### config.mk
export PLATFORM = sky130hd
export DESIGN_NAME = hiccup_fault_seq
export DESIGN_NICKNAME = d
export VERILOG_FILES = /design/src/rtl/hfs_pkg.sv /design/src/rtl/hfs_blank.sv /design/src/rtl/hfs_timer.sv /design/src/rtl/hfs_chan.sv /design/src/rtl/hiccup_fault_seq.sv
export SDC_FILE = /design/constraint.sdc
export NUM_CORES = 1
export LEC_CHECK = 0
export BUFFER_PORTS_ARGS = -buffer_cell sky130_fd_sc_hd__buf_2
export CAP_MARGIN = 0
export CELL_PAD_IN_SITES_DETAIL_PLACEMENT = 0
export CELL_PAD_IN_SITES_GLOBAL_PLACEMENT = 1
export CORE_AREA = 2 2 64 97
export DETAILED_ROUTE_END_ITERATION = 6
export DIE_AREA = 0 0 66 99
export GPL_TIMING_DRIVEN = 0
export PLACE_DENSITY = 0.74
export RECOVER_POWER = 25
export SYNTH_ARGS = -nofsm -noshare
export SYNTH_HDL_FRONTEND = slang
export SYNTH_HIERARCHICAL = 1
export SYNTH_SLANG_ARGS = --single-unit
### constraint.sdc
create_clock -name clk -period 2 [get_ports clk]
set_clock_uncertainty 0.05 [all_clocks]
set_input_delay 0.1 -clock clk [delete_from_list [all_inputs] [get_ports clk]]
set_output_delay 0.1 -clock clk [all_outputs]
set_load 0.05 [all_outputs]
### src/rtl/hfs_pkg.sv
package hfs_pkg;
  // Low-threshold point of the retry counter as a fraction of full scale.
  function automatic int low_mark(input int full, input int num, input int den);
    return (full * num) / den;
  endfunction
endpackage

### src/rtl/hfs_blank.sv
module hfs_blank #(
  parameter int BLANK_CYCLES = 50
) (
  input  logic clk,
  input  logic rst,
  input  logic dim,
  input  logic sc_flag,
  output logic det
);
  generate
    if (BLANK_CYCLES == 0) begin : g_noblank
      assign det = sc_flag;
    end else begin : g_blank
      localparam int BW = $clog2(BLANK_CYCLES + 1);
      logic          dim_q;
      logic [BW-1:0] bcnt;
      logic          rise;

      assign rise = dim & ~dim_q;
      assign det  = sc_flag & ~rise & (bcnt == '0);

      always_ff @(posedge clk) begin
        if (rst) begin
          dim_q <= 1'b0;
          bcnt  <= '0;
        end else begin
          dim_q <= dim;
          if (rise)
            bcnt <= BW'(BLANK_CYCLES);
          else if (bcnt != '0)
            bcnt <= bcnt - 1'b1;
        end
      end
    end
  endgenerate
endmodule

### src/rtl/hfs_timer.sv
module hfs_timer #(
  parameter int RAMP_CYCLES = 4000,
  parameter int LOW_NUM     = 1,
  parameter int LOW_DEN     = 5,
  parameter int CW          = 12
) (
  input  logic          clk,
  input  logic          rst,
  input  logic          en,
  input  logic          det_any,
  input  logic          pend_any,
  output logic          rel,
  output logic          busy,
  output logic [CW-1:0] cnt
);
  import hfs_pkg::*;

  localparam logic [CW-1:0] FULL     = CW'(RAMP_CYCLES);
  localparam logic [CW-1:0] TOP      = CW'(RAMP_CYCLES - 1);
  localparam logic [CW-1:0] LOW_MARK = CW'(low_mark(RAMP_CYCLES, LOW_NUM, LOW_DEN));

  logic ramp;

  assign rel = ramp & (cnt == TOP) & ~det_any;

  always_ff @(posedge clk) begin
    if (rst || !en) begin
      cnt  <= '0;
      ramp <= 1'b0;
      busy <= 1'b0;
    end else if (det_any) begin
      cnt  <= '0;
      ramp <= 1'b0;
      busy <= 1'b1;
    end else if (ramp) begin
      if (cnt == TOP) begin
        cnt  <= FULL;
        ramp <= 1'b0;
        busy <= 1'b0;
      end else begin
        cnt <= cnt + 1'b1;
      end
    end else if (pend_any && (cnt < LOW_MARK)) begin
      ramp <= 1'b1;
      cnt  <= CW'(1);
    end
  end
endmodule

### src/rtl/hfs_chan.sv
module hfs_chan (
  input  logic clk,
  input  logic rst,
  input  logic en,
  input  logic det,
  input  logic ov_flag,
  input  logic rel,
  output logic sc_pend,
  output logic ch_off,
  output logic comp_dis
);
  logic ov_lat;
  logic sc_nxt;
  logic ov_nxt;
  logic hold;

  assign hold = rst | ~en;

  always_comb begin
    if (hold) begin
      sc_nxt = 1'b0;
      ov_nxt = 1'b0;
    end else begin
      sc_nxt = det ? 1'b1 : (rel ? 1'b0 : sc_pend);
      ov_nxt = ov_lat | ov_flag;
    end
  end

  always_ff @(posedge clk) begin
    sc_pend  <= sc_nxt;
    ov_lat   <= ov_nxt;
    ch_off   <= hold | sc_nxt | ov_nxt;
    comp_dis <= hold | sc_nxt;
  end
endmodule

### src/rtl/hiccup_fault_seq.sv
module hiccup_fault_seq #(
  parameter int NCH          = 3,
  parameter int RAMP_CYCLES  = 4000,
  parameter int LOW_NUM      = 1,
  parameter int LOW_DEN      = 5,
  parameter int BLANK_CYCLES = 50
) (
  input  logic           clk,
  input  logic           rst,
  input  logic           en,
  input  logic [NCH-1:0] dim,
  input  logic [NCH-1:0] sc_flag,
  input  logic [NCH-1:0] ov_flag,
  output logic [NCH-1:0] ch_off,
  output logic [NCH-1:0] comp_dis,
  output logic           tmr_busy
);
  localparam int CW = $clog2(RAMP_CYCLES + 1);

  logic [NCH-1:0] sc_det;
  logic [NCH-1:0] sc_pend;
  logic           tmr_rel;
  logic [CW-1:0]  tmr_cnt;

  for (genvar i = 0; i < NCH; i++) begin : g_ch
    hfs_blank #(.BLANK_CYCLES(BLANK_CYCLES)) u_blank (
      .clk     (clk),
      .rst     (rst),
      .dim     (dim[i]),
      .sc_flag (sc_flag[i]),
      .det     (sc_det[i])
    );

    hfs_chan u_chan (
      .clk      (clk),
      .rst      (rst),
      .en       (en),
      .det      (sc_det[i]),
      .ov_flag  (ov_flag[i]),
      .rel      (tmr_rel),
      .sc_pend  (sc_pend[i]),
      .ch_off   (ch_off[i]),
      .comp_dis (comp_dis[i])
    );
  end

  hfs_timer #(
    .RAMP_CYCLES (RAMP_CYCLES),
    .LOW_NUM     (LOW_NUM),
    .LOW_DEN     (LOW_DEN),
    .CW          (CW)
  ) u_tmr (
    .clk      (clk),
    .rst      (rst),
    .en       (en),
    .det_any  (|sc_det),
    .pend_any (|sc_pend),
    .rel      (tmr_rel),
    .busy     (tmr_busy),
    .cnt      (tmr_cnt)
  );
endmodule

==> results.json <==
{
  "cts-root-buf": "clkbuf_8",
  "yosysUniqueCellTypes": 51,
  "vias_per_cell": 5.38,
  "dp_slack_ns": -0.230,
  "antenna_found_initial": 0,
  "routed_wl_um": 4900,
  "rrSetupSlack_ns": -0.09,
  "rr_endpoint": "u_tmr/cnt[4]",
  "io_pins": 19,
  "fin_crit_sh": 1.04,
  "post-route-drc-count": 0,
  "ys.flop_type": "dfxtp_1",
  "final_cell_mix": "dfxtp_1, nor2_1, buf_4",
  "crit_path_end": "u_tmr/cnt[4]",
  "num-fill-cells": 561,
  "cp_num_cells": 9,
  "synth_top_cell_by_area": "dfxtp_1",
  "cts_buffers": 5,
  "synth_top_area_share": 0.403,
  "drive_gt1_frac": 0.332,
  "place_congestion": 0.797,
  "tns_ns": -0.727,
  "crit_family": "simple AND/OR/NAND/NOR gates",
  "violations": "negative setup slack",
  "ant_nets": 0,
  "yosys-top-cells-area": "dfxtp_1, nand2b_4, a311oi_1, nor2b_1, nand4b_4",
  "crit_start": "g_ch[2].u_blank/g_blank.bcnt[0]",
  "power.total_w": 0.00271,
  "pwr_density_cell_nw_per_um2": 923,
  "fp.dieW_um": 66,
  "place_area_um2": 2540,
  "arrival_ns": 2.25,
  "final_area_um2": 2930,
  "rsz0062_at_grt": "yes",
  "max_slew_margin": 0.602,
  "syn_area_um2": 2340,
  "grt_pass1_wl_um": 8310,
  "peakVddDrop_mv": 0.545,
  "yosysWarnings": 6,
  "grt_start_max_net_pins": 26,
  "reg2regPathDepth": 9,
  "synthArstFlopShare": 0,
  "hold_path_class": "input pin to flip-flop",
  "period_minus_slack_ns": 2.09,
  "utilization": 0.515,
  "port_buffers": 18,
  "cts_tree": "built",
  "clk_latency_ns": 0.30,
  "drt_iter0_drc": 93,
  "final_common_cell": "dfxtp_1",
  "row_count": 34,
  "grt.total_usage": 0.161,
  "status": "finished with violations",
  "vias": 1941,
  "overflow": 0,
  "clk_pin_slew_ns": 0.09,
  "cts_max_level": 2,
  "max_stage_delay_ns": 0.38,
  "netlist_instances": 239,
  "core_region_area_um2": 5700,
  "tightest_slew_ns": 0.599,
  "synth-seq-cells": 47,
  "drt-wirelength-per-cell_um": 13.6,
  "cp_max_fo": 5,
  "area.sequential_um2": 948,
  "p_leak_nw": 1.11,
  "cp_slowest_cell": "or3_4",
  "worstSetupPathType": "flip-flop to flip-flop",
  "yosysSeqAreaShare": 0.403,
  "start_util": 0.410,
  "grt_pass1_vias": 1806,
  "drt_first_pass_iters": 6,
  "multiInputGateArea_um2": 1390,
  "dpl.hpwl_um": 3370,
  "setup_ws_ns": -0.0897,
  "critPathRequiredTime_ns": 2.16,
  "area_growth_pct": 25.6,
  "max_clock_freq_ghz": 0.479,
  "die_h_um": 99,
  "n_antenna_cell": 0,
  "clock-sinks": 47,
  "cp-start-kind": "flip-flop",
  "path_cells": "inv_2 > ha_4 > or2b_1 > nor2_4 > and3_4 > or3_4 > or2_4 > clkbuf_16 > a311oi_2",
  "dieArea_um2": 6530,
  "synth_edf_count": 0,
  "setup_viol": 16,
  "syn_avg_cell_area_um2": 9.77,
  "endpoint_kind": "flip-flop",
  "clockBufferDepth": 2,
  "nets": 304,
  "finalHoldViolCount": 0,
  "slew_viol_final": 0,
  "maxCapViolCount": 0,
  "cp_num_buf_inv": 2,
  "reg2reg_from": "g_ch[2].u_blank/g_blank.bcnt[0]",
  "synth_fp_nets": 255
}
what timing repair did:
action | in CTS | in global routing
pin swaps | 2 | 0
endpoints found under the hold margin | 8 | 0
resized for setup | 12 | 9
gates cloned | 1 | 0
setup endpoints to repair | 21 | 21
setup buffers | 11 | 6
hold buffers | 6 | 0
power breakdown:
part           internal, W  leakage (nW)  switching (W)  total [W]
clock network     0.000405        0.0612       0.000319   0.000724
logic             0.000452         0.665       0.000420   0.000872
registers          0.00103         0.387      0.0000789    0.00111
total              0.00189          1.11       0.000818    0.00271
worst min path at each step:
stage,start,to,cells past startpoint
after global routing,en,g_ch[1].u_chan/sc_pend,3
after floorplan,rst,g_ch[0].u_blank/g_blank.bcnt[1],1
after detailed placement,ov_flag[0],g_ch[0].u_chan/ch_off,3
after global placement,dim[0],g_ch[0].u_blank/g_blank.dim_q,2
final,en,g_ch[1].u_chan/sc_pend,3
after CTS,en,g_ch[1].u_chan/sc_pend,3
kinds of logic after synthesis:
family	share of synthesized area
compound gates	0.135
xor+xnor	0.0300
fa+ha+maj	0.0214
buf+inv	0.0380
flops	0.403
mux	0.0129
simple gates	0.360
routing by layer:
layer  up-vias  global-route usage  wire length (um)
met5         -                   0                 0
met4         0              0.0612                85
met3         7              0.0320               125
met2        24               0.281              2600
met1       920               0.190              2090
li1        990                   -                 -
worst min-delay path: stages:
cell	delay [ns]
buf_2	0.16
nand2b_4	0.10
a21oi_2	0.03
synthesized netlist by cell type, drive strengths merged, types with 2 or more instances:
cell type   n
dfxtp      47
nor2       25
a21oi      16
nor2b      12
nor4       12
nand2b     11
nor3       11
inv        10
a311oi      9
nand2       8
xnor2       7
or3         6
nand3       5
and3        4
and4        4
ha          4
nand4       4
a41o        3
buf         3
mux2i       3
nand3b      3
nand4b      3
or2b        3
or3b        3
a211oi      2
a31oi       2
a41oi       2
clkbuf      2
nor3b       2
sequential cells by signal (all words and copies together) (netlist names):
register and flops:
g_ch.u_chan/ov_lat 3, g_ch.u_blank/g_blank.bcnt 18, g_ch.u_blank/g_blank.dim_q 3, u_tmr/busy 1, u_tmr/cnt 12, g_ch.u_chan/sc_pend 3
u_tmr/ramp 1, g_ch.u_chan/ch_off 3, g_ch.u_chan/comp_dis 3
final cells by class:
class / count / area share
clock buffer: 6 / 0.0281
tap: 72 / 0.0307
clock inverter: 2 / 0.0119
multi-input combinational: 177 / 0.474
sequential: 47 / 0.323
timing repair buffer: 42 / 0.0977
inverter: 10 / 0.0128
buffer: 5 / 0.0213
metrics by stage:
step,hold WS (ns),std cells
global placement,0.286,329
finish,0.0856,361
CTS,0.0752,355
global route,0.0779,361
floorplan,0.115,239
detailed placement,0.298,329
No activity file was read; power rests on OpenSTA's default activity.
